**config.mk**
```make
export PLATFORM = sky130hd
export DESIGN_NAME = srec_decoder
export DESIGN_NICKNAME = d
export VERILOG_FILES = /design/src/rtl/srec_pkg.sv /design/src/rtl/srec_hexconv.sv /design/src/rtl/srec_range.sv /design/src/rtl/srec_parser.sv /design/src/rtl/srec_decoder.sv
export SDC_FILE = /design/constraint.sdc
export NUM_CORES = 1
export LEC_CHECK = 0
export ABC_AREA = 1
export ABC_CLOCK_PERIOD_IN_PS = 5400
export BUFFER_PORTS_ARGS = -buffer_cell sky130_fd_sc_hd__buf_2
export CORE_MARGIN = 8
export CORE_UTILIZATION = 35
export DETAILED_ROUTE_END_ITERATION = 16
export SYNTH_ARGS = -nofsm -noshare
export SYNTH_HDL_FRONTEND = slang
export SYNTH_HIERARCHICAL = 1
export SYNTH_SLANG_ARGS = --single-unit
```
**constraint.sdc**
```tcl
create_clock -name clk_i -period 5.4 [get_ports clk_i]
set_input_delay 1.08 -clock clk_i [delete_from_list [all_inputs] [get_ports clk_i]]
set_output_delay 1.08 -clock clk_i [all_outputs]
set_load 0.02 [all_outputs]
```
**src/rtl/srec_pkg.sv**
```systemverilog
package srec_pkg;
  typedef enum logic [1:0] {ST_IDLE, ST_TYPE, ST_HI, ST_LO} st_e;
  typedef enum logic [1:0] {FLD_COUNT, FLD_ADDR, FLD_DATA} fld_e;
  typedef enum logic [2:0] {
    ERR_NONE  = 3'd0,
    ERR_HEX   = 3'd1,
    ERR_TYPE  = 3'd2,
    ERR_COUNT = 3'd3,
    ERR_SUM   = 3'd4
  } err_e;

  function automatic logic [2:0] addr_bytes(input logic [3:0] typ);
    case (typ)
      4'd2, 4'd8: addr_bytes = 3'd3;
      4'd3, 4'd7: addr_bytes = 3'd4;
      default:    addr_bytes = 3'd2;
    endcase
  endfunction
endpackage

```
**src/rtl/srec_hexconv.sv**
```systemverilog
module srec_hexconv (
  input  logic [7:0] ch_i,
  output logic [3:0] nib_o,
  output logic       is_hex_o
);
  always_comb begin
    nib_o    = 4'd0;
    is_hex_o = 1'b1;
    if (ch_i >= "0" && ch_i <= "9")      nib_o = ch_i[3:0];
    else if (ch_i >= "A" && ch_i <= "F") nib_o = ch_i[3:0] + 4'd9;
    else if (ch_i >= "a" && ch_i <= "f") nib_o = ch_i[3:0] + 4'd9;
    else                                 is_hex_o = 1'b0;
  end
endmodule

```
**src/rtl/srec_range.sv**
```systemverilog
module srec_range #(
  parameter int ADDR_W = 32
) (
  input  logic              clk_i,
  input  logic              rst_ni,
  input  logic              wr_i,
  input  logic [ADDR_W-1:0] addr_i,
  input  logic              clr_i,
  output logic [ADDR_W-1:0] lo_o,
  output logic [ADDR_W-1:0] hi_o
);
  always_ff @(posedge clk_i or negedge rst_ni) begin
    if (!rst_ni) begin
      lo_o <= '1;
      hi_o <= '0;
    end else if (clr_i) begin
      lo_o <= '1;
      hi_o <= '0;
    end else if (wr_i) begin
      if (addr_i < lo_o) lo_o <= addr_i;
      if (addr_i > hi_o) hi_o <= addr_i;
    end
  end
endmodule

```
**src/rtl/srec_parser.sv**
```systemverilog
module srec_parser
  import srec_pkg::*;
#(
  parameter int ADDR_W = 32
) (
  input  logic              clk_i,
  input  logic              rst_ni,
  input  logic              ch_valid_i,
  input  logic [7:0]        ch_i,
  input  logic [3:0]        nib_i,
  input  logic              is_hex_i,
  output logic              wr_valid_o,
  output logic [ADDR_W-1:0] wr_addr_o,
  output logic [7:0]        wr_data_o,
  output logic              rec_ok_o,
  output logic              eof_o,
  output logic              err_o,
  output logic [2:0]        err_code_o
);
  st_e               st_q;
  fld_e              fld_q;
  err_e              err_q;
  logic [3:0]        typ_q;
  logic [3:0]        hi_q;
  logic [7:0]        rem_q;
  logic [2:0]        alen_q;
  logic [7:0]        sum_q;
  logic [ADDR_W-1:0] addr_q;

  logic [7:0] byte_w;
  logic [7:0] sum_w;
  logic [2:0] alen_w;
  logic       type_ok_w;
  logic       wr_type_w;
  logic       eof_type_w;

  assign byte_w     = {hi_q, nib_i};
  assign sum_w      = sum_q + byte_w;
  assign alen_w     = addr_bytes(typ_q);
  assign type_ok_w  = (ch_i >= "0") && (ch_i <= "9") && (ch_i != "4") && (ch_i != "6");
  assign wr_type_w  = (typ_q == 4'd1) || (typ_q == 4'd2) || (typ_q == 4'd3);
  assign eof_type_w = (typ_q == 4'd7) || (typ_q == 4'd8) || (typ_q == 4'd9);
  assign err_code_o = err_q;

  always_ff @(posedge clk_i or negedge rst_ni) begin
    if (!rst_ni) begin
      st_q       <= ST_IDLE;
      fld_q      <= FLD_COUNT;
      err_q      <= ERR_NONE;
      typ_q      <= '0;
      hi_q       <= '0;
      rem_q      <= '0;
      alen_q     <= '0;
      sum_q      <= '0;
      addr_q     <= '0;
      wr_valid_o <= 1'b0;
      wr_addr_o  <= '0;
      wr_data_o  <= '0;
      rec_ok_o   <= 1'b0;
      eof_o      <= 1'b0;
      err_o      <= 1'b0;
    end else begin
      wr_valid_o <= 1'b0;
      rec_ok_o   <= 1'b0;
      eof_o      <= 1'b0;
      err_o      <= 1'b0;
      if (ch_valid_i) begin
        case (st_q)
          ST_IDLE: if (ch_i == "S") st_q <= ST_TYPE;
          ST_TYPE: begin
            if (type_ok_w) begin
              typ_q  <= ch_i[3:0];
              fld_q  <= FLD_COUNT;
              sum_q  <= 8'h01;
              addr_q <= '0;
              st_q   <= ST_HI;
            end else begin
              err_o <= 1'b1;
              err_q <= ERR_TYPE;
              st_q  <= ST_IDLE;
            end
          end
          ST_HI: begin
            if (is_hex_i) begin
              hi_q <= nib_i;
              st_q <= ST_LO;
            end else begin
              err_o <= 1'b1;
              err_q <= ERR_HEX;
              st_q  <= ST_IDLE;
            end
          end
          ST_LO: begin
            if (!is_hex_i) begin
              err_o <= 1'b1;
              err_q <= ERR_HEX;
              st_q  <= ST_IDLE;
            end else begin
              sum_q <= sum_w;
              st_q  <= ST_HI;
              case (fld_q)
                FLD_COUNT: begin
                  if (byte_w < ({5'd0, alen_w} + 8'd1)) begin
                    err_o <= 1'b1;
                    err_q <= ERR_COUNT;
                    st_q  <= ST_IDLE;
                  end else begin
                    rem_q  <= byte_w;
                    alen_q <= alen_w;
                    fld_q  <= FLD_ADDR;
                  end
                end
                FLD_ADDR: begin
                  addr_q <= {addr_q[ADDR_W-9:0], byte_w};
                  alen_q <= alen_q - 3'd1;
                  rem_q  <= rem_q - 8'd1;
                  if (alen_q == 3'd1) fld_q <= FLD_DATA;
                end
                default: begin
                  if (rem_q == 8'd1) begin
                    st_q <= ST_IDLE;
                    if (sum_w == 8'h00) begin
                      rec_ok_o <= 1'b1;
                      eof_o    <= eof_type_w;
                    end else begin
                      err_o <= 1'b1;
                      err_q <= ERR_SUM;
                    end
                  end else begin
                    rem_q <= rem_q - 8'd1;
                    if (wr_type_w) begin
                      wr_valid_o <= 1'b1;
                      wr_addr_o  <= addr_q;
                      wr_data_o  <= byte_w;
                      addr_q     <= addr_q + 1'b1;
                    end
                  end
                end
              endcase
            end
          end
          default: st_q <= ST_IDLE;
        endcase
      end
    end
  end
endmodule

```
**src/rtl/srec_decoder.sv**
```systemverilog
module srec_decoder #(
  parameter int ADDR_W = 32
) (
  input  logic              clk_i,
  input  logic              rst_ni,
  input  logic              char_valid_i,
  input  logic [7:0]        char_i,
  output logic              wr_valid_o,
  output logic [ADDR_W-1:0] wr_addr_o,
  output logic [7:0]        wr_data_o,
  output logic              rec_ok_o,
  output logic              eof_o,
  output logic              err_o,
  output logic [2:0]        err_code_o,
  output logic [ADDR_W-1:0] lo_addr_o,
  output logic [ADDR_W-1:0] hi_addr_o
);
  logic [3:0] nib;
  logic       is_hex;

  srec_hexconv u_hex (
    .ch_i     (char_i),
    .nib_o    (nib),
    .is_hex_o (is_hex)
  );

  srec_parser #(.ADDR_W(ADDR_W)) u_parse (
    .clk_i      (clk_i),
    .rst_ni     (rst_ni),
    .ch_valid_i (char_valid_i),
    .ch_i       (char_i),
    .nib_i      (nib),
    .is_hex_i   (is_hex),
    .wr_valid_o (wr_valid_o),
    .wr_addr_o  (wr_addr_o),
    .wr_data_o  (wr_data_o),
    .rec_ok_o   (rec_ok_o),
    .eof_o      (eof_o),
    .err_o      (err_o),
    .err_code_o (err_code_o)
  );

  // range is cleared by the end-of-file pulse, so it is still intact while eof_o is high
  srec_range #(.ADDR_W(ADDR_W)) u_range (
    .clk_i  (clk_i),
    .rst_ni (rst_ni),
    .wr_i   (wr_valid_o),
    .addr_i (wr_addr_o),
    .clr_i  (eof_o),
    .lo_o   (lo_addr_o),
    .hi_o   (hi_addr_o)
  );
endmodule

```
# Word level (Yosys, flattened, before mapping)
# Cells that the tools add are included.
# totals
reg_bits	174
output_inout_bits	111
# op_classes
add_sub_neg	6
magnitude_cmp	9
eq_ne	32
mux	76
bitwise_logic	2
reduce_logical	33
# ops
op	count
$mux W32	10
$pmux W32 S2	2
$add A32 B1 Y32 const B	1
$gt A32 B32 Y1	1
$lt A32 B32 Y1	1
$mux W8	4
$pmux W8 S2	2
$mux W1	28
$mux W3	7
$mux W2	10
$pmux W3 S2	3
$ge A8 B7 Y1 const B	2
$le A8 B7 Y1 const B	2
$ne A8 B6 Y1 const B	2
$reduce_and A7 Y1	2
$mux W4	3
$ne A3 B3 Y1 const B	4
$ne A4 B4 Y1 const B	3
$pmux W2 S2	3
$reduce_and A5 Y1	2
$reduce_bool A2 Y1	5
$pmux W3 S3	1
$add A8 B8 Y8	1
$eq A4 B2 Y1 const B	2
34 further kinds	57

# Longest topological paths before layout
# Gate-level depths: netlist (run 1).
# depth
word_depth	13
ltp_mapped	23
depth_no_buf	23

# Cells and area by module
# Netlist (run 1), hierarchy kept.
# modules_own_cells
mod	instances	cells_each	area_each_um2	seq_area_each_um2
srec_parser	1	832	6241.0	2752.6
srec_range	1	591	4606.9	1641.6
srec_hexconv	1	38	192.7	0.0

# Least setup slack after synthesis (run 1)
# No wires, ideal clock.
# synth_timing
path_kind	input -> register
startpoint	in char_i[0]
endpoint	reg u_parse.err_q[0], in the netlist u_parse/err_code_o[0]
setup_time_ps	66
arrival_ps	3265
required_time_ps	5334
path_slack_ps	2070
cell_stages	23
n_path_buf	0
path_cell_list	inv_1 ha_1 nand2_2 nand3_1 nand2_2 inv_1 nand2_1 o21ai_1 ha_1 fa_1 nand2_1 nand2_1 nand3_1 nand2_1 nand2_1 nand2_1 nor2_1 nand2_1 nand2_1 nand2_1 nand2_1 nand2_1 nand2_1
# synth_via
elab_chain_len	9
word_cells_on_any_way	32
# synth_rtl
element	line_no	text
start: declaration	srec_decoder.sv:7	input logic [7:0] char_i,
$ge A8 B7 Y1 or $le A8 B7 Y1 (tied branches)	srec_hexconv.sv:11	else if (ch_i >= "a" && ch_i <= "f") nib_o = ch_i[3:0] + 4'd9;
$logic_and A1 B1 Y1	srec_hexconv.sv:11	
$mux W4	srec_hexconv.sv:11	
$mux W4	srec_hexconv.sv:10	else if (ch_i >= "A" && ch_i <= "F") nib_o = ch_i[3:0] + 4'd9;
$mux W4 *	srec_hexconv.sv:9	if (ch_i >= "0" && ch_i <= "9") nib_o = ch_i[3:0];
net nib[0]	srec_decoder.sv:18	logic [3:0] nib;
$add A8 B8 Y8	srec_parser.sv:38	assign sum_w = sum_q + byte_w;
$logic_not A8 Y1	srec_parser.sv:122	if (sum_w == 8'h00) begin
$ne A4 B4 Y1 (no line)	-	
$reduce_and A8 Y1 (no line) *	-	
end signal: assignment	srec_parser.sv:49	err_q <= ERR_NONE;
end signal: assignment	srec_parser.sv:79	err_q <= ERR_TYPE;
end signal: assignment	srec_parser.sv:127	err_q <= ERR_SUM;
end: declaration	srec_parser.sv:22	err_e err_q;
# Mark *: on every way through the listed nets, which the timed path passes. The rest lies on a longest branch.
# A chain may end at the register's enable or synchronous reset.

# Final worst setup path (run 1)
# layout_timing
startpoint	in char_i[1]
endpoint	reg u_parse.err_q[0], in the netlist u_parse/err_code_o[0]
# The elaborated chain is that of the path after synthesis.

==> reports/results.ini, run 1 <==
[worst_setup_path]
worstPathArrival_ns = 3.82
reg2reg_setup_slack_ns = 2.53
cpMaxStageDelayCell = fa_1
critical_path.startpoint_type = input port
cp.required_ns = 5.78
setup.worst_path.end_class = flop
cpMostUsedCell = nand2_1
critPathKind = in2reg
slowest_delay_ns = 0.50
critPathTopFamily = simple AND/OR/NAND/NOR gates
crit_fanout = 7
cp_cell_sequence = buf_2, inv_1, ha_1, nand2_1, nand3_1, nand2_2, nand2_1, o21ai_1, fa_1, inv_1, nand2_1, nor2_1, nand3_1, nor2_1, nand2_1, nand2_1, nand2_1, nand2_1, nand2_1, nand2_1
crit_buf_inv = 3

[clocking]
holdBufCountCts = 0
post-cts-setup-buffer-count = 0
cts.sinks = 174
ctsResizeCount = 0
path_clk_slew_ns = 0.07
cts_tree = built
insertion_delay_ns = 0.44
h-tree-depth = 4
numCtsBuffers = 17
root_buffer = clkbuf_16
clockBufferDepth = 2

[timing]
skew_ns = 0.0149
finalSetupTns_ns = 0
rsz0062_at_grt = false
post-route-period-util = 0.639
period_minus_slack_ns = 3.45
setup_viol_count_final = 0
worst_slew_pin_slew_ns = 0.988
max-slew-margin-rel = 0.341
postLayoutSetupSlackWorst_ns = 1.95
fmax_mhz = 290
slew_viol_final = 0
hold_viol = 0

[run_status]
status = completed

[power_and_ir_drop]
pwr-share-clk = 0.363
ir_worst_vdd_mv = 0.233
power_switching_uw = 1150
intPower_uw = 2220
swShare = 0.341
pwr_density_cell_nw_per_um2 = 270
sequentialPowerShare = 0.452
combPwrFrac = 0.186
leakagePower_uw = 0.00651

[synth]
netlist_area_um2 = 11000
avgSynthCellArea_um2 = 7.56
postSynthCellCount = 1461
ys_warn_count = 6
ys_ff_latch = 174
synth_nets = 1558
seq_area_frac_synth = 0.398
async_reset_ff_frac = 1.00
ys.flop_type = dfrtp_1
synth_edf_count = 0
ys_types = 46

[cells_and_area]
final_common_cell = nand2_1
layout-drive-gt1-share = 0.170
fin_nets = 1657
area_delta_synth_final_pct = 13.3
final_cell_mix = nand2_1, inv_1, dfrtp_1
diodes = 0

[floorplanning]
rows = 65
start_util = 0.353
die_w_um = 194
die_h_um = 194
io-pin-count = 122
die-area_um2 = 37500
core_um2 = 31300

[grt]
grt_pass1_vias = 9688
grt_max_degree = 104
antenna_found_initial = 0
grt_pass1_wl_mm = 50.6
grt_overflow = 0
grt_usage = 0.162

[detailed_routing]
drt-total-wl_mm = 30.6
avgViaCountPerCell = 5.10
wl_per_cell_um = 15.5
drt_iter0_drc = 783
route.detailed.drc = 0
drtAntennaViolNets = 0
dr.pass1.iters = 5
via_count = 10100

[place]
dp_slack_ns = 1.55
place.detailed.hpwl_mm = 22.3
place_congestion = 0.890
numPortBuffers = 121

[job]
maxCapViolations = 0

[hold_path]
hp-class = reg2reg

[per-stage QoR]
stage,power [uW],instances,instance area (um^2),hold slack [ns],util
after floorplan,1970,1461,11000,0.457,-
after global placement,2170,1943,11900,0.464,0.381
after detailed placement,2180,1943,11900,0.457,0.381
after CTS,3420,1975,12500,0.480,0.400
after global routing,3580,1975,12500,0.501,0.400
final,3380,1975,12500,0.475,0.400
[worst paths after layout]
path	to	depth (start not counted)	from
min in group asynchronous	u_range/hi_o[4]	1	rst_ni
setup reg to reg	u_range/hi_o[11]	10	u_parse/wr_addr_o[31]
max in group asynchronous	u_range/lo_o[27]	2	rst_ni
hold reg to reg	u_parse/err_code_o[1]	2	u_parse/err_code_o[1]
hold / removal	u_parse/err_code_o[1]	2	u_parse/err_code_o[1]
setup / recovery	u_parse/err_code_o[0]	20	char_i[1]
[flip-flops by register name, summed over array words and instances, names as in the netlist, 4 cells and up]
name               flops
u_parse/hi_q           4
u_parse/typ_q          4
u_parse/wr_addr_o     32
u_parse/sum_q          8
u_range/hi_o          32
u_parse/addr_q        32
u_parse/rem_q          8
u_range/lo_o          32
u_parse/wr_data_o      8
[cell type report]
| class | instances | area, um^2 |
|---|---|---|
| inverters | 201 | 754 |
| repair buffers | 129 | 672 |
| well taps | 402 | 503 |
| flip-flops and latches | 174 | 4390 |
| clock inverters | 14 | 143 |
| multi-input cells | 1037 | 5600 |
| clock buffers | 18 | 439 |
| fillers | 3248 | 18800 |
[worst register-to-register path: cells and delay by family (launching register included)]
kind / cells / cell delay [ns]
AO/OA/AOI/OAI: 1 / 0.65
AND/OR/NAND/NOR: 7 / 0.85
flip-flops: 1 / 0.50
adder cells (fa/ha/maj): 1 / 0.36
buffers and inverters: 1 / 0.40
[power groups by stage]
stage                     Combinational [uW]  Clock (uW)  Sequential [uW]
after floorplan                          454           0             1520
after global placement                   622           0             1540
after detailed placement                 631           0             1550
after CTS                                633        1260             1520
after global routing                     717        1320             1540
final                                    627        1220             1530
[metal layers]
| metal | share of wire | vias up | track usage |
|---|---|---|---|
| li1 | - | 5000 | - |
| met1 | 0.49 | 4773 | 0.226 |
| met2 | 0.45 | 283 | 0.255 |
| met3 | 0.050 | 21 | 0.0307 |
| met4 | 0.012 | 0 | 0.0413 |
| met5 | 0 | - | 0 |
[cells in the mapped netlist (2+ instances only)]
| library cell | instances | area, um^2 |
|---|---|---|
| a21oi_2 | 2 | 17.5 |
| inv_1 | 189 | 709 |
| a21oi_1 | 84 | 420 |
| buf_2 | 16 | 80.1 |
| o31ai_1 | 2 | 15.0 |
| buf_6 | 10 | 113 |
| nand3_1 | 128 | 641 |
| nor2_2 | 4 | 25.0 |
| nand2_4 | 3 | 33.8 |
| a22oi_1 | 11 | 82.6 |
| o21ai_0 | 98 | 490 |
| nor4_1 | 3 | 18.8 |
| clkbuf_1 | 19 | 71.3 |
| nand2_1 | 365 | 1370 |
| inv_2 | 12 | 45.0 |
| buf_4 | 2 | 15.0 |
| o21ai_1 | 21 | 105 |
| a22o_1 | 4 | 35.0 |
| xnor2_1 | 3 | 26.3 |
| nor2_1 | 83 | 312 |
| nand4_1 | 45 | 282 |
| o21a_1 | 2 | 15.0 |
| nor2_4 | 4 | 45.0 |
| dfrtp_1 | 142 | 3550 |
| nand2_2 | 14 | 87.6 |
| o22ai_1 | 7 | 43.8 |
| nor3_1 | 19 | 95.1 |
| a31oi_1 | 4 | 25.0 |
| xor2_1 | 2 | 17.5 |
| dfstp_2 | 32 | 841 |
| ha_1 | 85 | 1060 |
| or2_2 | 32 | 200 |
[logic make-up (layout without fill, tap and decap cells)]
| family | count (synthesis) | count (layout) | share of synthesized area |
|---|---|---|---|
| muxes | 1 | 1 | 0.000907 |
| adders and majority gates | 86 | 86 | 0.0981 |
| xor gates and xnor gates | 5 | 5 | 0.00397 |
| and+or+nand+nor | 705 | 705 | 0.287 |
| AOI/OAI and AO/OA | 240 | 240 | 0.117 |
| buffers and inverters | 250 | 362 | 0.0944 |
| DFF | 174 | 174 | 0.398 |
Power figures use the tool's default switching activity.
==> inputs of run 2 (changes only) <==
- ABC_CLOCK_PERIOD_IN_PS: 5400 -> 3400
- clock period: 5.4 -> 3.4 ns (I/O delays scaled with it)
==> reports/results.ini, run 2 (synthesis gave the netlist of run 1 again) <==
[run_status]
status = completed  ; unchanged

[floorplanning]
io-pin-count = 122  ; unchanged
die_w_um = 194  ; unchanged
die_h_um = 194  ; unchanged
start_util = 0.353  ; unchanged
rows = 65  ; unchanged
core_um2 = 31300  ; unchanged
die-area_um2 = 37500  ; unchanged

[grt]
grt_pass1_vias = 10100  ; was 9688
grt_overflow = 0  ; unchanged
grt_pass1_wl_mm = 51.9  ; was 50.6 mm
grt_usage = 0.166  ; was 0.162
antenna_found_initial = 0  ; unchanged
grt_max_degree = 71  ; was 104

[timing]
holdWs_ns = 0.251  ; was 0.475 ns
slew_viol_final = 0  ; unchanged
post-route-period-util = 0.884
fmax_mhz = 333
skew_ns = 0.0107  ; was 0.0149 ns
max-slew-margin-rel = 0.517  ; was 0.341
hold_viol = 0  ; unchanged
rsz0062_at_grt = false  ; unchanged
worst_slew_pin_slew_ns = 0.718  ; was 0.988 ns
setup_viol_count_final = 0  ; unchanged
period_minus_slack_ns = 3.01

[clocking]
cts.sinks = 174  ; unchanged
holdBufCountCts = 0  ; unchanged
path_clk_slew_ns = 0.07  ; about the same
clockBufferDepth = 2  ; unchanged
cts_tree = built  ; unchanged
post-cts-setup-buffer-count = 0  ; unchanged
insertion_delay_ns = 0.43  ; was 0.44 ns
root_buffer = clkbuf_16  ; unchanged
h-tree-depth = 4  ; unchanged
numCtsBuffers = 17  ; unchanged
ctsResizeCount = 0  ; unchanged

[power_and_ir_drop]
total_power_uw = 5450  ; was 3380 uW
sequentialPowerShare = 0.446  ; was 0.452
pwr_density_cell_nw_per_um2 = 430  ; was 270 nW/um^2
power_switching_uw = 1830  ; was 1150 uW
ir_worst_vdd_mv = 0.335  ; was 0.233 mV
swShare = 0.336  ; was 0.341
intPower_uw = 3620  ; was 2220 uW
pwr-share-clk = 0.363  ; about the same
combPwrFrac = 0.190  ; was 0.186
leakagePower_uw = 0.00659  ; was 0.00651 uW

[cells_and_area]
area_delta_synth_final_pct = 14.6  ; was 13.3%
final_cell_mix = nand2_1, inv_1, dfrtp_1  ; unchanged
diodes = 0  ; unchanged
final_common_cell = nand2_1  ; unchanged
fill_cells = 3238  ; was 3248
layout-drive-gt1-share = 0.177  ; was 0.170
multi_input_area_um2 = 5600  ; unchanged
area.sequential_um2 = 4390  ; unchanged
fin_nets = 1670  ; was 1657

[place]
numPortBuffers = 121  ; unchanged
place_congestion = 0.877  ; was 0.890
place.detailed.hpwl_mm = 23.0  ; was 22.3 mm

[hold_path]
hp-class = in2async  ; was reg2reg

[worst_setup_path]
cp.required_ns = 3.77  ; was 5.78 ns
reg2reg_setup_slack_ns = 0.61  ; was 2.53 ns
worstPathArrival_ns = 3.38  ; was 3.82 ns
setup.worst_path.end_class = flop  ; unchanged
critical_path.startpoint_type = input port  ; unchanged
crit_fanout = 6  ; was 7
critPathKind = in2reg  ; unchanged

[detailed_routing]
wl_per_cell_um = 15.7  ; was 15.5 um
via_count = 10100  ; about the same
route.detailed.drc = 0  ; unchanged
drt-total-wl_mm = 31.2  ; was 30.6 mm
dr.pass1.iters = 5  ; unchanged
drt_iter0_drc = 850  ; was 783
drtAntennaViolNets = 0  ; unchanged
avgViaCountPerCell = 5.10  ; about the same

[job]
maxCapViolations = 0  ; unchanged

==> run 2: cell count changes in the layout (fill, tap and decap cells not counted), sizes merged <==
cell,before,now
buf,129,142
inv,209,207
bufinv,0,1
clkinvlp,1,2
==> run 2: stage by stage <==
| stage | instances | util | cell area, um^2 | worst slack [ns] | setup TNS [ns] |
|---|---|---|---|---|---|
| finish | 1988 | 0.404 | 12700 | 0.393 | 0 |
| floorplan | 1461 | - | 11000 | 0.470 | 0 |
| CTS | 1988 | 0.404 | 12700 | 0.437 | 0 |
| global placement | 1956 | 0.385 | 12100 | 0.103 | 0 |
| detailed placement | 1956 | 0.385 | 12100 | -0.0314 | -0.0767 |
| global route | 1988 | 0.404 | 12700 | 0.121 | 0 |
==> run 2: path summary, 6_finish.rpt <==
| kind | from | to | depth (start not counted) |
|---|---|---|---|
| min in group clk_i | u_parse/wr_data_o[2] | u_parse/wr_data_o[2] | 2 |
| min reg2reg | u_parse/wr_data_o[2] | u_parse/wr_data_o[2] | 2 |
| max | char_i[0] | u_parse/err_code_o[0] | 24 |
| max in group asynchronous | rst_ni | u_parse/wr_addr_o[12] | 2 |
| min | rst_ni | u_range/hi_o[4] | 1 |
| max reg2reg | u_range/lo_o[31] | u_range/lo_o[1] | 11 |
==> run 2: power by group through the flow <==
stage / Clock [uW] / Combinational (uW) / Sequential (uW)
floorplan: 0 / 720 / 2410
CTS: 2040 / 1040 / 2420
detailed placement: 0 / 1040 / 2460
global placement: 0 / 1020 / 2460
global route: 2120 / 1180 / 2460
finish: 1980 / 1040 / 2430
==> run 2: layout make-up <==
class | instances | share of cell area
Clock buffer | 18 | 0.0347
Sequential cell | 174 | 0.347
Timing Repair Buffer | 142 | 0.0638
Inverter | 201 | 0.0596
Tap cell | 402 | 0.0397
Multi-Input combinational cell | 1037 | 0.443
Clock inverter | 14 | 0.0122
==> run 2: critical path, stage by stage <==
cell and delay, ns:
buf_2 0.15, inv_1 0.08, ha_1 0.20, nand2_2 0.08, nand3_1 0.08, nand2_2 0.12, inv_1 0.09, nand2_1 0.06
o21ai_1 0.10, ha_1 0.25, fa_1 0.44, nand2_1 0.09, nand2_1 0.07, nand3_1 0.09, nand2_1 0.05, nand2_1 0.06
nand2_1 0.06, nor2_1 0.14, nand2_1 0.10, nand2_1 0.07, nand2_1 0.08, nand2_1 0.11, nand2_1 0.06, nand2_1 0.06
==> run 2: routing by layer <==
metal,vias to the layer above,wire length [um],share of wire,GRT usage
li1,5024,-,-,-
met1,4820,15000,0.48,0.227
met2,259,14200,0.46,0.266
met3,26,1560,0.050,0.0318
met4,0,380,0.012,0.0436
met5,-,0,0,0
